### src/rtl/vfz_pkg.sv
package vfz_pkg;
    parameter int unsigned VFZ_PIX_W = 12;

    typedef struct packed {
        logic                 en;
        logic [VFZ_PIX_W-1:0] frz;
        logic [VFZ_PIX_W-1:0] res;
    } grp_cfg_t;
endpackage

### src/rtl/vfz_cfg_regs.sv
module vfz_cfg_regs
    import vfz_pkg::*;
#(
    parameter int unsigned NUM_GRP = 2,
    localparam int unsigned GSEL_W = (NUM_GRP > 1) ? $clog2(NUM_GRP) : 1
) (
    input  logic                          clk,
    input  logic                          rst_n,
    input  logic                          line_strobe_i,
    input  logic                          wr_i,
    input  logic [GSEL_W-1:0]             grp_i,
    input  grp_cfg_t                      wdata_i,
    output grp_cfg_t [NUM_GRP-1:0]        act_o
);
    typedef struct packed {
        grp_cfg_t [NUM_GRP-1:0] shadow;
        grp_cfg_t [NUM_GRP-1:0] act;
    } cfg_state_t;

    cfg_state_t st_d, st_q;

    always_comb begin
        st_d = st_q;
        // working copy takes the shadow as it stood before this cycle's write
        if (line_strobe_i) begin
            st_d.act = st_q.shadow;
        end
        for (int g = 0; g < NUM_GRP; g++) begin
            if (wr_i && (grp_i == GSEL_W'(g))) begin
                st_d.shadow[g] = wdata_i;
            end
        end
    end

    always_ff @(posedge clk or negedge rst_n) begin
        if (!rst_n) begin
            st_q <= '0;
        end else begin
            st_q <= st_d;
        end
    end

    assign act_o = st_q.act;

    p_midline_stable_r8: assert property (@(posedge clk) disable iff (!rst_n)
        !line_strobe_i |=> $stable(act_o))
        else $error("working configuration changed without a line strobe");
endmodule

### src/rtl/vfz_group_gate.sv
module vfz_group_gate
    import vfz_pkg::*;
#(
    parameter int unsigned LANES = 4
) (
    input  logic                 clk,
    input  logic                 rst_n,
    input  logic                 line_strobe_i,
    input  logic [VFZ_PIX_W-1:0] pix_i,
    input  logic [LANES-1:0]     pat_i,
    input  grp_cfg_t             cfg_i,
    output logic [LANES-1:0]     out_o
);
    typedef struct packed {
        logic [LANES-1:0] lanes;
        logic             held;
    } gate_state_t;

    gate_state_t st_d, st_q;
    logic        hit_frz, hit_res, hold;

    always_comb begin
        hit_frz = (pix_i == cfg_i.frz);
        hit_res = (pix_i == cfg_i.res) && (cfg_i.res > cfg_i.frz);
        st_d    = st_q;
        if (line_strobe_i || !cfg_i.en) begin
            hold = 1'b0;
        end else if (hit_frz) begin
            hold = 1'b1;
        end else if (st_q.held && hit_res) begin
            hold = 1'b0;
        end else begin
            hold = st_q.held;
        end
        st_d.held  = hold;
        st_d.lanes = hold ? st_q.lanes : pat_i;
    end

    always_ff @(posedge clk or negedge rst_n) begin
        if (!rst_n) begin
            st_q <= '0;
        end else begin
            st_q <= st_d;
        end
    end

    assign out_o = st_q.lanes;

    p_pass_disabled_r2: assert property (@(posedge clk) disable iff (!rst_n)
        !cfg_i.en |=> out_o == $past(pat_i))
        else $error("disabled group did not follow the pattern");

    p_freeze_hold_r3: assert property (@(posedge clk) disable iff (!rst_n)
        (cfg_i.en && !line_strobe_i && (pix_i == cfg_i.frz)) |=> $stable(out_o))
        else $error("group changed at its stop position");

    p_resume_follow_r5: assert property (@(posedge clk) disable iff (!rst_n)
        (cfg_i.en && !line_strobe_i && (pix_i == cfg_i.res) && (cfg_i.res > cfg_i.frz))
        |=> out_o == $past(pat_i))
        else $error("group did not restart at its restart position");

    p_strobe_release_r6: assert property (@(posedge clk) disable iff (!rst_n)
        line_strobe_i |=> out_o == $past(pat_i))
        else $error("line strobe did not release the group");
endmodule

### src/rtl/vclk_freeze_ctrl.sv
module vclk_freeze_ctrl
    import vfz_pkg::*;
#(
    parameter int unsigned NUM_GRP = 2,
    parameter int unsigned LANES   = 4,
    localparam int unsigned GSEL_W = (NUM_GRP > 1) ? $clog2(NUM_GRP) : 1,
    localparam int unsigned OUT_W  = NUM_GRP * LANES
) (
    input  logic                 clk,
    input  logic                 rst_n,
    input  logic                 line_strobe,
    input  logic [VFZ_PIX_W-1:0] pix_cnt,
    input  logic [OUT_W-1:0]     vpat_in,
    input  logic                 cfg_wr,
    input  logic [GSEL_W-1:0]    cfg_grp,
    input  logic                 cfg_en,
    input  logic [VFZ_PIX_W-1:0] cfg_freeze,
    input  logic [VFZ_PIX_W-1:0] cfg_resume,
    output logic [OUT_W-1:0]     vclk_out
);
    grp_cfg_t                 wdata;
    grp_cfg_t [NUM_GRP-1:0]   act;

    assign wdata = '{en: cfg_en, frz: cfg_freeze, res: cfg_resume};

    vfz_cfg_regs #(.NUM_GRP(NUM_GRP)) u_cfg (
        .clk          (clk),
        .rst_n        (rst_n),
        .line_strobe_i(line_strobe),
        .wr_i         (cfg_wr),
        .grp_i        (cfg_grp),
        .wdata_i      (wdata),
        .act_o        (act)
    );

    for (genvar g = 0; g < NUM_GRP; g++) begin : g_grp
        vfz_group_gate #(.LANES(LANES)) u_gate (
            .clk          (clk),
            .rst_n        (rst_n),
            .line_strobe_i(line_strobe),
            .pix_i        (pix_cnt),
            .pat_i        (vpat_in[g*LANES +: LANES]),
            .cfg_i        (act[g]),
            .out_o        (vclk_out[g*LANES +: LANES])
        );
    end
endmodule

### config.mk
export PLATFORM = sky130hd
export DESIGN_NAME = vclk_freeze_ctrl
export DESIGN_NICKNAME = d
export VERILOG_FILES = /design/src/rtl/vfz_pkg.sv /design/src/rtl/vfz_cfg_regs.sv /design/src/rtl/vfz_group_gate.sv /design/src/rtl/vclk_freeze_ctrl.sv
export SDC_FILE = /design/constraint.sdc
export NUM_CORES = 1
export LEC_CHECK = 0
export BUFFER_PORTS_ARGS = -buffer_cell sky130_fd_sc_hd__buf_2
export CORE_ASPECT_RATIO = 0.8
export CORE_MARGIN = 8
export CORE_UTILIZATION = 63
export DETAILED_ROUTE_END_ITERATION = 8
export PLACE_DENSITY = 0.87
export SLEW_MARGIN = 20
export SYNTH_ARGS = -nofsm -noshare
export SYNTH_HDL_FRONTEND = slang
export SYNTH_SLANG_ARGS = --single-unit
### constraint.sdc
create_clock -name clk -period 3.8 [get_ports clk]
set_input_delay 0.19 -clock clk [delete_from_list [all_inputs] [get_ports clk]]
set_output_delay 0.19 -clock clk [all_outputs]
set_load 0.05 [all_outputs]
==> impl_summary.md, run 1 <==
Pwr
Registers are responsible for roughly 53% of the overall power. In this run, the clock network consumes between 20% and 30% of the power. The switching power summed over all nets is around 0.84 mW. The total design power is ~2.8 mW. Of the total power, the share spent switching nets is between 30% and 40%. In this run, the combinational gates consume a little under a quarter of the power. Across the VDD grid, the largest voltage drop is around 0.34 mV. Cell internal power was estimated by the tool at just under 2 mW.

For this design the static power due to leakage is approximately 2.6 nW. For this design the ratio of total power to cell area is slightly below 500 nW/µm².

Logic synthesis
Sorting the synthesized cells by area gives the leading types as dfrtp_1 53%, mux2_2 18%, ha_1 5.8%. In this run, synthesis produced a sequential element count of 110. The number of warnings printed during yosys synthesis is 0.

After technology mapping, the gate count stands at about 430. The number of different library cells in the post-synthesis netlist is 25. dfrtp_1 takes more of the synthesized area than any other cell. The count of flip-flops with a built-in enable after synthesis is 0.

Sequential cells were found to cover ~53% of the synthesized design area. The cell area that synthesis handed to floorplanning was 5200 µm². The commonest cells after synthesis are 110 x dfrtp_1, 82 x mux2_2, 32 x xnor2_1. The post-synth net total is approximately 500. The top cell type by area accounts for a little over half of the synthesized area. The most used flip-flop cell after synthesis is dfrtp_1. Among all cell types in the netlist, the one instantiated most often is dfrtp_1.

In the synthesized netlist the async set-or-reset flop fraction comes to 100%. The average size of a mapped cell is around 12 µm².

Hold path
The class of the tightest hold or removal check is input pin to flop.

Floorplan
The floorplan step set the die height to between 90 and 100 µm. The placeable core region is roughly 8000 µm². The die covers between 10,000 and 15,000 µm².

The I/O pin count is slightly below 60. The die is ~120 µm wide. The count of standard-cell rows is 29. The initial cell density of the core is roughly two thirds.

Setup path
On the worst path, the slowest cell contributes a delay of 0.45 ns. The worst register-to-register path ends at g_grp[1].u_gate.out_o[0]$_DFFE_PN0N_. In this design, the critical path's most frequently occurring cell is nor4_1. The sort of element at the end of the critical path is a flop. The startpoint kind of the worst setup timing path is a flop. In this run the worst setup path begins at u_cfg.act_o[36]$_DFFE_PN0P_. The worst setup slack for register-to-register paths is about 1.8 ns. The number of stages on the worst setup path is 6. The critical path is of the flop to flop type. STA puts the critical path data required time at roughly 4.1 ns. STA puts the critical path data arrival time at 2.31 ns. The launch point of the worst reg-to-reg path is u_cfg.act_o[36]$_DFFE_PN0P_.

The most critical setup path has its endpoint at g_grp[1].u_gate.out_o[0]$_DFFE_PN0N_. The critical path goes through xor2_1 > nor4_1 > nand2_1 > nor4_1 > a21o_2 > mux2_2. The combined buffer and inverter count along the critical path is 0. Measured in cells, the most critical reg-to-reg path has a length of 6. Grouping stages by cell kind, the critical path spends the most delay in simple AND/OR/NAND/NOR gates. Along the worst path, the maximum fanout reaches 5. The slowest cell on the critical path is dfrtp_1.

Cells and area
The count of inserted antenna diode cells is 0. Of the cells placed in the final design, the portion with a size suffix greater than 1 is 33.8%. For this run, the post-layout net count is about 550. The area overhead of the layout relative to synthesis is 10.1%. The end-of-flow core utilization is just over 70%.

Place
The sum of net half-perimeters after detailed placement is 8620 µm. The number of buffers added on ports is 57. The weighted congestion reported at the end of routability-driven placement is approximately 0.9.

STA
The clock skew after layout is approximately 0.010 ns. The count of final max-slew check failures is 0. Setup repair after global routing left no endpoint under its margin. The setup TNS is 0 ns. The measured slew at the worst slew-check pin is 0.771 ns. Setup violations remaining at the end of the flow were counted as 0. The worst path needs roughly 2.0 ns of the cycle, external delays included. Derived from the worst setup path, the maximum achievable clock frequency is between 400 and 500 MHz. Dividing the final minimum period by the clock period gives 53.6%. The final hold violation count is 0. The normalized max-slew margin is around half.

Clock network
The sink count of the clock tree is 110. The number of buffers inserted to repair setup after CTS is 0. At the later pin of the worst-skew pair, clock insertion delay measures 0.38 ns.

The tree is rooted in a clkbuf_8. Clock-pin slew was measured on the worst setup and hold paths at about 0.10 ns. The number of clock buffers added by TritonCTS is 9.

The clock tree from TritonCTS is yes. The clock tree synthesis step divided the H-tree into 3 levels. No sink is reached through more buffers than the 2 on the longest clock path.

Routing
The routed design has between 10,000 and 15,000 µm of wire. Using the TritonRoute via totals, the vias-per-cell ratio works out to around 5.6. The count of unresolved DRC violations after routing is 0. The count of antenna-violating nets left after detailed routing is 0.

Dividing the detail-routed wire length by the instance count gives about 20 µm. The number of detailed-routing iterations run before antenna repair is 4. The routed layout has around 3,300 vias. In this run, the number of DRC markers left after iteration 0 of detailed routing was roughly 290.

Outcome
The flow ran to the end, and the final reports show no timing, DRC or antenna violations.

Global routing
The final global-route overflow total is 0. The maximum number of pins on one net before global-route repair is slightly above 80. The total track usage is 21.3%. The number of global-route vias before repair was between 3,000 and 4,000.

The number of antenna violations at the first check in global routing is 0. The first global-routing pass estimated ~19,000 µm of wire.

Run
Across the run, the number of max-cap violations was 0.
[kinds of logic (layout without fill, tap and decap cells)]
kind of cell / Yosys count / count (layout) / share of synthesized area, %
xor gates and xnor gates: 48 / 48 / 8.08
AOI/OAI and AO/OA: 46 / 46 / 4.91
buffers and inverters: 53 / 106 / 4.52
and+or+nand+nor: 64 / 64 / 6.06
adders and majority gates: 24 / 24 / 5.77
muxes: 82 / 82 / 17.7
DFF: 110 / 110 / 52.9
[power by group through the flow]
stage / clock network, mW / registers [mW] / logic, mW
CTS: 0.686 / 1.48 / 0.630
floorplan: 0 / 1.46 / 0.446
finish: 0.672 / 1.48 / 0.631
detailed placement: 0 / 1.51 / 0.622
global route: 0.726 / 1.51 / 0.701
global placement: 0 / 1.49 / 0.594
[timing repair]
| item | in CTS | in global routing |
|---|---|---|
| hold buffers | 0 | 1 |
| gates resized for setup | 0 | 0 |
| endpoints found under the hold margin | 0 | 80 |
[sequential cells by signal, indices dropped and copies added, names as in the netlist]
signal / count
g_grp.u_gate.out_o: 8
g_grp.u_gate.st_q: 2
u_cfg.act_o: 50
u_cfg.st_q: 50
[cell usage in the layout, fill, tap and decap left out, types with 8 or more instances in the layout]
master and n:
xor2_1 16, clkbuf_8 9, buf_2 56, o21ai_0 28, nand4_1 12, nand2_1 30
a21oi_1 8, xnor2_1 32, inv_1 30, nor4_1 8, dfrtp_1 110, mux2_2 82
ha_1 24
[through the flow]
step / hold WS [ns] / cells / instance area, µm² / setup WS (ns)
6_report: 0.0304 / 588 / 5730 / 1.76
5_1_grt: 0.0237 / 588 / 5730 / 1.63
4_1_cts: 0.0109 / 587 / 5720 / 1.77
3_5_place_dp: 0.425 / 573 / 5540 / 1.79
3_3_place_gp: 0.410 / 573 / 5540 / 1.80
2_1_floorplan: -0.106 / 427 / 5200 / 2.03
[final cells by class]
cell class,instances,area (µm²)
clock buffer,10,128
timing repair buffer,62,332
sequential,110,2750
clock inverter,4,50.0
fill,580,2250
tap,108,135
multi-input combinational,264,2220
inverter,30,113
[worst min path at each step]
| stage | slack (ns) | end | cells after the start | start |
|---|---|---|---|---|
| 2_1_floorplan | -0.11 | g_grp[0].u_gate.out_o[0]$_DFFE_PN0N_ | 0 | rst_n |
| 3_3_place_gp | 0.41 | u_cfg.st_q[85]$_DFFE_PN0P_ | 1 | rst_n |
| 3_5_place_dp | 0.42 | u_cfg.act_o[35]$_DFFE_PN0P_ | 1 | rst_n |
| 4_1_cts | 0.01 | u_cfg.act_o[17]$_DFFE_PN0P_ | 1 | rst_n |
| 5_1_grt | 0.02 | g_grp[1].u_gate.out_o[3]$_DFFE_PN0N_ | 2 | vpat_in[7] |
| 6_report | 0.03 | g_grp[0].u_gate.out_o[3]$_DFFE_PN0N_ | 2 | vpat_in[3] |
[routing by layer]
metal	part of all wire, %	global-route usage (%)	up-vias
met5	0	0	-
met4	1.2	6.19	0
met3	6.6	6.39	11
met2	48	34.9	87
met1	44	26.7	1653
li1	-	-	1550
Note: power is estimated with default switching activity, not from simulation.
==> run 2, diff against run 1 <==
--- a/config.mk
+++ b/config.mk
@@ -5,12 +5,13 @@
 export SDC_FILE = /design/constraint.sdc
 export NUM_CORES = 1
 export LEC_CHECK = 0
+export ABC_AREA = 1
 export BUFFER_PORTS_ARGS = -buffer_cell sky130_fd_sc_hd__buf_2
 export CORE_ASPECT_RATIO = 0.8
 export CORE_MARGIN = 8
-export CORE_UTILIZATION = 63
+export CORE_UTILIZATION = 53
 export DETAILED_ROUTE_END_ITERATION = 8
-export PLACE_DENSITY = 0.87
+export PLACE_DENSITY = 0.78
 export SLEW_MARGIN = 20
 export SYNTH_ARGS = -nofsm -noshare
 export SYNTH_HDL_FRONTEND = slang
==> constraint.sdc (replaced) <==
create_clock -name clk -period 1.7 [get_ports clk]
set_input_delay 0.085 -clock clk [delete_from_list [all_inputs] [get_ports clk]]
set_output_delay 0.085 -clock clk [all_outputs]
set_load 0.05 [all_outputs]
==> impl_summary.md, run 2 <==
Outcome
Result of the run: finished with violations (was complete, no violations). The final reports fail on negative hold slack, negative setup slack.

Cells and area
The share of cells above drive strength 1 was 21.5% (was 33.8%). The count of inserted antenna diode cells is 0 (unchanged). The commonest non-fill, non-tap cell in the layout was nand2_1 (was dfrtp_1).

The number of cells in the finished layout apart from fillers is 922 (was 588). The end-of-flow core utilization is 66.5% (was 71.8%). The number of nets at the end of the flow is 851 (was 551). The area overhead of the layout relative to synthesis is 23.6% (was 10.1%).

Most frequent cells in the layout: 245 x nand2_1, 110 x dfrtp_1, 95 x o21ai_0 (was 110 x dfrtp_1, 82 x mux2_2, 56 x buf_2).

Logic synthesis
The post-synth net total was 770 (was 501). The netlist area before placement is 5470 µm² (was 5200 µm²). The average size of a mapped cell came to 7.86 µm² (was 12.2 µm²). The instance count of the mapped netlist is 696 (was 427). The number of synthesized register bits is 110 (unchanged).

The share of async-settable or async-resettable flops after synthesis is 100% (unchanged). The number of different library cells in the post-synthesis netlist is 21 (was 25). The share of synthesized area occupied by flip-flops and latches is 50.3% (was 52.9%). The commonest register cell after synthesis is dfrtp_1 (unchanged). The most frequent cell after synthesis is nand2_1 (was dfrtp_1). Top cell types by occurrence after synthesis: 257 x nand2_1, 110 x dfrtp_1, 95 x o21ai_0 (was 110 x dfrtp_1, 82 x mux2_2, 32 x xnor2_1). The number of warnings printed during yosys synthesis was 0 (unchanged). The proportion of netlist area held by the largest area contributor is 50.3% (was 52.9%). Biggest area contributors in the synthesized netlist: dfrtp_1 50%, nand2_1 18%, o21ai_0 8.7% (was dfrtp_1 53%, mux2_2 18%, ha_1 5.8%). The cell accounting for the most synthesized area is dfrtp_1 (unchanged). The count of flip-flops with a built-in enable after synthesis is 0 (unchanged).

Floorplan
The count of standard-cell rows is 33 (was 29). The placeable core region is 10,200 µm² (was 7980 µm²). The y dimension of the die came to 107 µm (was 97.3 µm). The width of the die is 130 µm (was 118 µm).

The I/O pin count is 58 (unchanged). The die footprint is 13,800 µm² (was 11,400 µm²). The initial cell density of the core is 53.9% (was 65.2%).

Routing
The total vias in the final route is 4,781 (was 3,301). The number of detailed-routing iterations run before antenna repair is 5 (was 4). The average vias per placed instance is 5.19 (was 5.61). The count of antenna-violating nets left after detailed routing is 0 (unchanged). The final wirelength is 14,600 µm (was 11,500 µm). The count of unresolved DRC violations after routing is 0 (unchanged).

The wire length per cell after detailed routing is 15.8 µm (was 19.6 µm). The DRC violation total after the first TritonRoute iteration is 412 (was 291).

STA
The period utilization is 101% (was 53.6%). The count of final max-slew check failures was 0 (unchanged). The final hold violation count is 2 (was 0).

The count of endpoints failing setup in the final report is 3 (was 0). The normalized max-slew margin came to 68.2% (was 48.6%). The shortest period the worst path allows is 1.71 ns (was 2.04 ns).

The measured slew at the worst slew-check pin is 0.477 ns (was 0.771 ns). The maximum operating frequency is 583 MHz (was 491 MHz). The minimum setup slack in the final design is -0.0149 ns (was 1.76 ns).

The clock skew after layout is 0.00961 ns (was 0.0103 ns). The setup TNS is -0.0325 ns (was 0 ns). The post-route worst hold slack is -0.00169 ns (was 0.0304 ns). RSZ-0062 raised after global routing: true (was false).

Place
The sum of net half-perimeters after detailed placement is 9570 µm (was 8620 µm). The weighted congestion reported at the end of routability-driven placement came to 0.886 (was 0.887). The number of buffers added on ports is 57 (unchanged). The cell count after placement was 872 (was 573).

Pwr
The sequential power share is 45.5% (was 53.2%). The largest vdd supply drop is 0.564 mV (was 0.342 mV). The internal power consumption is 4.72 mW (was 1.95 mW).

The fraction of power spent switching nets is 32.5% (was 30.2%). The power share of the clock group is 30.2% (was 24.1%). The power density over the cells is 1030 nW/µm² (was 486 nW/µm²). The switching power summed over all nets came to 2.27 mW (was 0.840 mW).

The static leakage is 3.58 nW (was 2.60 nW). The combinational share of power is 24.3% (was 22.6%).

Setup path
The startpoint kind of the worst setup timing path is a flop (unchanged). The worst setup path category is flop to flop (unchanged). The count of cells along the worst register-to-register path is 13 (was 6).

The slowest cell on the critical path is dfrtp_1 (unchanged). The biggest cell delay along the critical path was 0.43 ns (was 0.45 ns). The combined buffer and inverter count along the critical path came to 1 (was 0). The data arrival time of the worst path came to 2.01 ns (was 2.31 ns).

The data required time of the critical path is 1.99 ns (was 4.08 ns). The number of stages on the worst setup path came to 13 (was 6). The category of cells accounting for the largest share of critical-path delay is simple AND/OR/NAND/NOR gates (unchanged). List of cells traversed by the critical path: ha_4 > nand2_4 > nor2_4 > nand2_2 > inv_2 > nand2_1 > nand3_2 > nand3_2 > nand2_2 > nand2_4 > nand2_4 > nand2_1 > nand2_1 (was xor2_1 > nor4_1 > nand2_1 > nor4_1 > a21o_2 > mux2_2).

The largest fanout on the critical path is 5 (unchanged). The sort of element at the end of the critical path is a flop (unchanged).

Global routing
The wire length of the first global-routing pass is 22,700 µm (was 19,200 µm). The total track usage is 20.7% (was 21.3%). The final global-route overflow total is 0 (unchanged).

The maximum number of pins on one net before global-route repair is 96 (was 82). The number of antenna violations at the first check in global routing is 0 (unchanged). The number of global-route vias before repair is 4,671 (was 3,627).

Hold path
The class of the tightest hold or removal check is input pin to flop (unchanged). The number of cells traversed by the worst hold path is 3 (was 2).

Clock network
The number of buffers added by the clock tree synthesis step was 9 (unchanged). The clock latency on the worst-skew pair is 0.35 ns (was 0.38 ns). The sink count of the clock tree was 110 (unchanged). The maximum clock path buffer count came to 2 (unchanged).

The clock tree root driver cell is clkbuf_16 (was clkbuf_8). The deepest level of the CTS H-tree was 3 (unchanged). The clock tree from TritonCTS is yes (unchanged). The clock-pin slew on the worst setup and hold paths came to 0.08 ns (was 0.10 ns).

Run
The reported max-cap violation count is 0 (unchanged).
-- run 2: changes by cell type in the layout (fill, tap and decap cells not counted), moves of 14 or more --
cell           change
o21ai_0           +67
nor2_1            +16
inv_1             +46
nand2_1          +215
buf_4             +21
inv_2             +24
mux2_2            -82
dlygate4sd3_1     +14
xnor2_1           -28
-- run 2: repair_timing --
item | CTS | global route
pin swaps | 10 | 16
buffers inserted | 5 | 14
resized for setup | 18 | 41
hold buffers | 15 | 0
endpoints found under the hold margin | 44 | 0
endpoints found under the setup margin | 10 | 10
-- run 2: power groups by stage --
stage          clock, mW  combinational (mW)  sequential [mW]
2_1_floorplan          0               0.869             3.14
3_3_place_gp           0                1.22             3.18
3_5_place_dp           0                1.27             3.20
4_1_cts             2.12                1.42             3.16
5_1_grt             2.22                1.91             3.22
6_report            2.11                1.70             3.18
-- run 2: cell type report --
| type | instances | area (µm²) |
|---|---|---|
| multi-input combinational | 457 | 2480 |
| clock inverter | 6 | 57.6 |
| tap | 140 | 175 |
| clock buffer | 10 | 239 |
| fill | 788 | 3400 |
| timing repair buffer | 99 | 678 |
| sequential | 110 | 2750 |
| inverter | 100 | 375 |
-- run 2: kinds of logic (layout without fill, tap and decap cells) --
| group | Yosys count | after routing | synth area share (%) |
|---|---|---|---|
| and+or+nand+nor | 316 | 316 | 23.0 |
| buffers and inverters | 129 | 215 | 9.42 |
| DFF | 110 | 110 | 50.3 |
| AOI/OAI and AO/OA | 103 | 103 | 9.52 |
| adders and majority gates | 24 | 24 | 5.49 |
| xor gates and xnor gates | 14 | 14 | 2.24 |
-- run 2: tightest hold or removal path, delay by kind of cell --
kind | cells | cell delay [ns]
buffers and inverters | 2 | 0.14
AO/OA/AOI/OAI | 1 | 0.08
-- run 2: stage by stage --
step / area (µm²) / power, mW / worst slack (ns)
after floorplan: 5470 / 4.00 / 0.163
after global placement: 5890 / 4.40 / -0.0464
after detailed placement: 5890 / 4.47 / -0.106
after CTS: 6460 / 6.70 / 0.00348
after global routing: 6760 / 7.36 / -0.114
final: 6760 / 7.00 / -0.0149
-- run 2: final timing paths --
path	to	start	slack [ns]
max	g_grp[0].u_gate.out_o[2]$_DFFE_PN0N_	u_cfg.act_o[11]$_DFFE_PN0P_	-0.01
min	u_cfg.st_q[74]$_DFFE_PN0P_	cfg_en	-0.002
min in group asynchronous	u_cfg.st_q[83]$_DFFE_PN0P_	rst_n	0.20
max in group asynchronous	u_cfg.st_q[87]$_DFFE_PN0P_	rst_n	0.91
min reg2reg	u_cfg.act_o[24]$_DFFE_PN0P_	u_cfg.st_q[74]$_DFFE_PN0P_	0.48
max reg2reg	g_grp[0].u_gate.out_o[2]$_DFFE_PN0N_	u_cfg.act_o[11]$_DFFE_PN0P_	-0.01
-- run 2: per-layer routing --
layer | part of all wire, % | up-vias | GRT usage (%)
met1 | 45 | 2267 | 28.6
li1 | - | 2298 | -
met3 | 6.4 | 38 | 3.97
met4 | 2.5 | 0 | 6.04
met5 | 0 | - | 0
met2 | 47 | 178 | 32.3
==> run 3, diff against run 2 <==
--- a/config.mk
+++ b/config.mk
@@ -7,11 +7,13 @@
 export LEC_CHECK = 0
 export ABC_AREA = 1
 export BUFFER_PORTS_ARGS = -buffer_cell sky130_fd_sc_hd__buf_2
+export CELL_PAD_IN_SITES_DETAIL_PLACEMENT = 0
+export CELL_PAD_IN_SITES_GLOBAL_PLACEMENT = 1
 export CORE_ASPECT_RATIO = 0.8
 export CORE_MARGIN = 8
-export CORE_UTILIZATION = 53
+export CORE_UTILIZATION = 39
 export DETAILED_ROUTE_END_ITERATION = 8
-export PLACE_DENSITY = 0.78
+export PLACE_DENSITY = 0.77
 export SLEW_MARGIN = 20
 export SYNTH_ARGS = -nofsm -noshare
 export SYNTH_HDL_FRONTEND = slang
==> impl_summary.md, run 3 (same netlist as run 2, synthesis figures left out) <==
Outcome
Result of the run: finished with violations (unchanged). Failing checks: negative setup slack (was negative hold slack, negative setup slack).

Cells and area
The fill cell total of the finished layout is 1,329 (was 788). The number of nets at the end of the flow was 866 (was 851). The area of combinational cells with multiple inputs is 2470 µm² (was 2480 µm²). The commonest non-fill, non-tap cell in the layout is nand2_1 (unchanged). The share of cells above drive strength 1 was 22.5% (was 21.5%). The count of inserted antenna diode cells is 0 (unchanged). The post-route cell area was 6950 µm² (was 6760 µm²). The sequential cell area in the final layout came to 2760 µm² (was 2750 µm²).

The area overhead of the layout relative to synthesis was 27.1% (was 23.6%). The end-of-flow core utilization is 50.9% (was 66.5%). Most frequent cells in the layout: 243 x nand2_1, 108 x dfrtp_1, 95 x o21ai_0 (was 245 x nand2_1, 110 x dfrtp_1, 95 x o21ai_0).

Setup path
The largest fanout on the critical path is 5 (unchanged). The worst setup path category is flop to flop (unchanged). The startpoint kind of the worst setup timing path is a flop (unchanged). The count of cells along the worst register-to-register path is 9 (was 13). The data arrival time of the worst path came to 1.98 ns (was 2.01 ns).

The launch point of the worst reg-to-reg path is u_cfg.act_o[47]$_DFFE_PN0P_ (was u_cfg.act_o[11]$_DFFE_PN0P_). The worst setup slack for register-to-register paths is -0.03 ns (was -0.01 ns). The capturing point of the worst reg2reg path is g_grp[1].u_gate.out_o[2]$_DFFE_PN0N_ (was g_grp[0].u_gate.out_o[2]$_DFFE_PN0N_). The sort of element at the end of the critical path was a flop (unchanged). The data required time of the critical path was 1.95 ns (was 1.99 ns).

Routing
The final wirelength is 14,500 µm (was 14,600 µm). The number of detailed-routing iterations run before antenna repair is 4 (was 5). The DRC violation total after the first TritonRoute iteration is 341 (was 412).

The count of unresolved DRC violations after routing is 0 (unchanged). The count of antenna-violating nets left after detailed routing is 0 (unchanged). The average vias per placed instance is 4.73 (was 5.19).

The total vias in the final route is 4,617 (was 4,781). The wire length per cell after detailed routing came to 14.8 µm (was 15.8 µm).

Global routing
The final global-route overflow total was 0 (unchanged). The number of global-route vias before repair is 4,566 (was 4,671). The layer with the highest usage after global routing was met1 (was met2). The total track usage is 16.4% (was 20.7%). The met1 track demand over resource in global routing is 24.0% (was 28.6%). The wire length of the first global-routing pass is 23,300 µm (was 22,700 µm).

The maximum number of pins on one net before global-route repair is 96 (unchanged). The met3 track demand over resource in global routing is 3.37% (was 3.97%). The global-route track usage on met2 is 23.5% (was 32.3%).

The number of antenna violations at the first check in global routing is 0 (unchanged).

Floorplan
The count of standard-cell rows was 38 (was 33). The initial cell density of the core is 40.1% (was 53.9%). The width of the die came to 148 µm (was 130 µm). The die footprint came to 18,100 µm² (was 13,800 µm²). The y dimension of the die was 122 µm (was 107 µm).

The placeable core region was 13,600 µm² (was 10,200 µm²). The I/O pin count is 58 (unchanged).

Clock network
The clock tree root driver cell is clkbuf_16 (unchanged). The number of buffers added by the clock tree synthesis step is 9 (unchanged). The clock-pin slew on the worst setup and hold paths was 0.08 ns (about the same). The maximum clock path buffer count is 2 (unchanged).

The clock latency on the worst-skew pair is 0.36 ns (was 0.35 ns). The clock tree from TritonCTS is yes (unchanged). The sink count of the clock tree is 110 (unchanged). The deepest level of the CTS H-tree is 3 (unchanged).

STA
The period utilization was 102% (was 101%). The minimum setup slack in the final design is -0.0290 ns (was -0.0149 ns). The count of final max-slew check failures is 0 (unchanged). The maximum operating frequency is 578 MHz (was 583 MHz). The count of endpoints failing setup in the final report is 5 (was 3). The shortest period the worst path allows was 1.73 ns (was 1.71 ns). The final hold violation count is 0 (was 2). The clock skew after layout came to 0.00678 ns (was 0.00961 ns). The measured slew at the worst slew-check pin is 0.566 ns (was 0.477 ns). RSZ-0062 raised after global routing: true (unchanged). The normalized max-slew margin came to 62.3% (was 68.2%).

Hold path
The capture endpoint of the worst hold path is u_cfg.st_q[75]$_DFFE_PN0P_ (was u_cfg.st_q[74]$_DFFE_PN0P_). The class of the tightest hold or removal check is input pin to flop (unchanged). The number of cells traversed by the worst hold path was 3 (unchanged). The startpoint of the worst hold path was cfg_resume[0] (was cfg_en).

Place
The placed instance area is 5980 µm² (was 5890 µm²). The number of buffers added on ports is 57 (unchanged). The sum of net half-perimeters after detailed placement is 10,300 µm (was 9570 µm).

The weighted congestion reported at the end of routability-driven placement is 0.830 (was 0.886).

Pwr
The static leakage is 3.63 nW (was 3.58 nW). The largest vdd supply drop is 0.590 mV (was 0.564 mV). The power density over the cells is 1020 nW/µm² (was 1030 nW/µm²).

Run
The reported max-cap violation count is 0 (unchanged).
run 3: cell types whose count changed in the layout (fill, tap and decap cells not counted), sizes merged:
cell         before  now
clkbuf           10   11
clkinv            0    3
bufinv            0    1
dlygate4sd3      15   25
buf              84   89
inv             106  101
run 3: power breakdown:
part | internal, mW | total (mW) | switching (mW)
sequential | 2.94 | 3.18 | 0.242
combinational | 0.703 | 1.64 | 0.937
clock | 1.24 | 2.25 | 1.01
total | 4.88 | 7.07 | 2.19
run 3: layer usage:
metal | wire (µm) | vias to the layer above
met1 | 7510 | 2180
met3 | 599 | 19
met5 | 0 | -
li1 | - | 2331
met2 | 6170 | 87
met4 | 216 | 0
run 3: timing repair:
| action | in CTS | in global routing |
|---|---|---|
| hold buffers | 25 | 0 |
| pin swaps | 20 | 20 |
| hold endpoints to repair | 78 | 0 |
| gates resized for setup | 23 | 40 |
| endpoints found under the setup margin | 10 | 10 |
| setup buffers | 12 | 5 |
run 3: worst max path at each step:
stage                                            from                                    to
final                     u_cfg.act_o[47]$_DFFE_PN0P_  g_grp[1].u_gate.out_o[2]$_DFFE_PN0N_
after global routing       u_cfg.act_o[2]$_DFFE_PN0P_  g_grp[0].u_gate.out_o[1]$_DFFE_PN0N_
after CTS                 u_cfg.act_o[35]$_DFFE_PN0P_  g_grp[1].u_gate.out_o[2]$_DFFE_PN0N_
after detailed placement  u_cfg.act_o[23]$_DFFE_PN0P_  g_grp[0].u_gate.out_o[2]$_DFFE_PN0N_
after global placement    u_cfg.act_o[23]$_DFFE_PN0P_  g_grp[0].u_gate.out_o[2]$_DFFE_PN0N_
after floorplan           u_cfg.act_o[36]$_DFFE_PN0P_  g_grp[1].u_gate.out_o[0]$_DFFE_PN0N_
run 3: critical path, stage by stage, from the launching register on:
cell and delay (ns):
dfrtp_1 0.39, buf_4 0.14, buf_4 0.12, xor2_1 0.14
nor3_1 0.29, nand3_1 0.20, nand2_4 0.15, nand2_4 0.08
nand2_2 0.06, nand2_1 0.05
run 3: cell type report:
class | count | share of cell area [%]
Sequential cell | 110 | 39.6
Multi-Input combinational cell | 457 | 35.6
Timing Repair Buffer | 114 | 11.6
Inverter | 100 | 5.40
Clock buffer | 11 | 3.64
Tap cell | 180 | 3.24
Clock inverter | 5 | 0.936
run 3: per-stage QoR:
stage | std cells | power, mW | setup WS (ns) | hold WS [ns] | TNS (ns)
6_report | 977 | 7.07 | -0.0290 | 0.00944 | -0.116
5_1_grt | 977 | 7.46 | -0.104 | 0.0283 | -0.758
4_1_cts | 972 | 6.96 | -0.00972 | 0.00214 | -0.0181
3_5_place_dp | 919 | 4.50 | -0.157 | 0.117 | -1.14
3_3_place_gp | 919 | 4.46 | -0.110 | 0.120 | -0.924
2_1_floorplan | 696 | 4.00 | 0.163 | -0.211 | 0
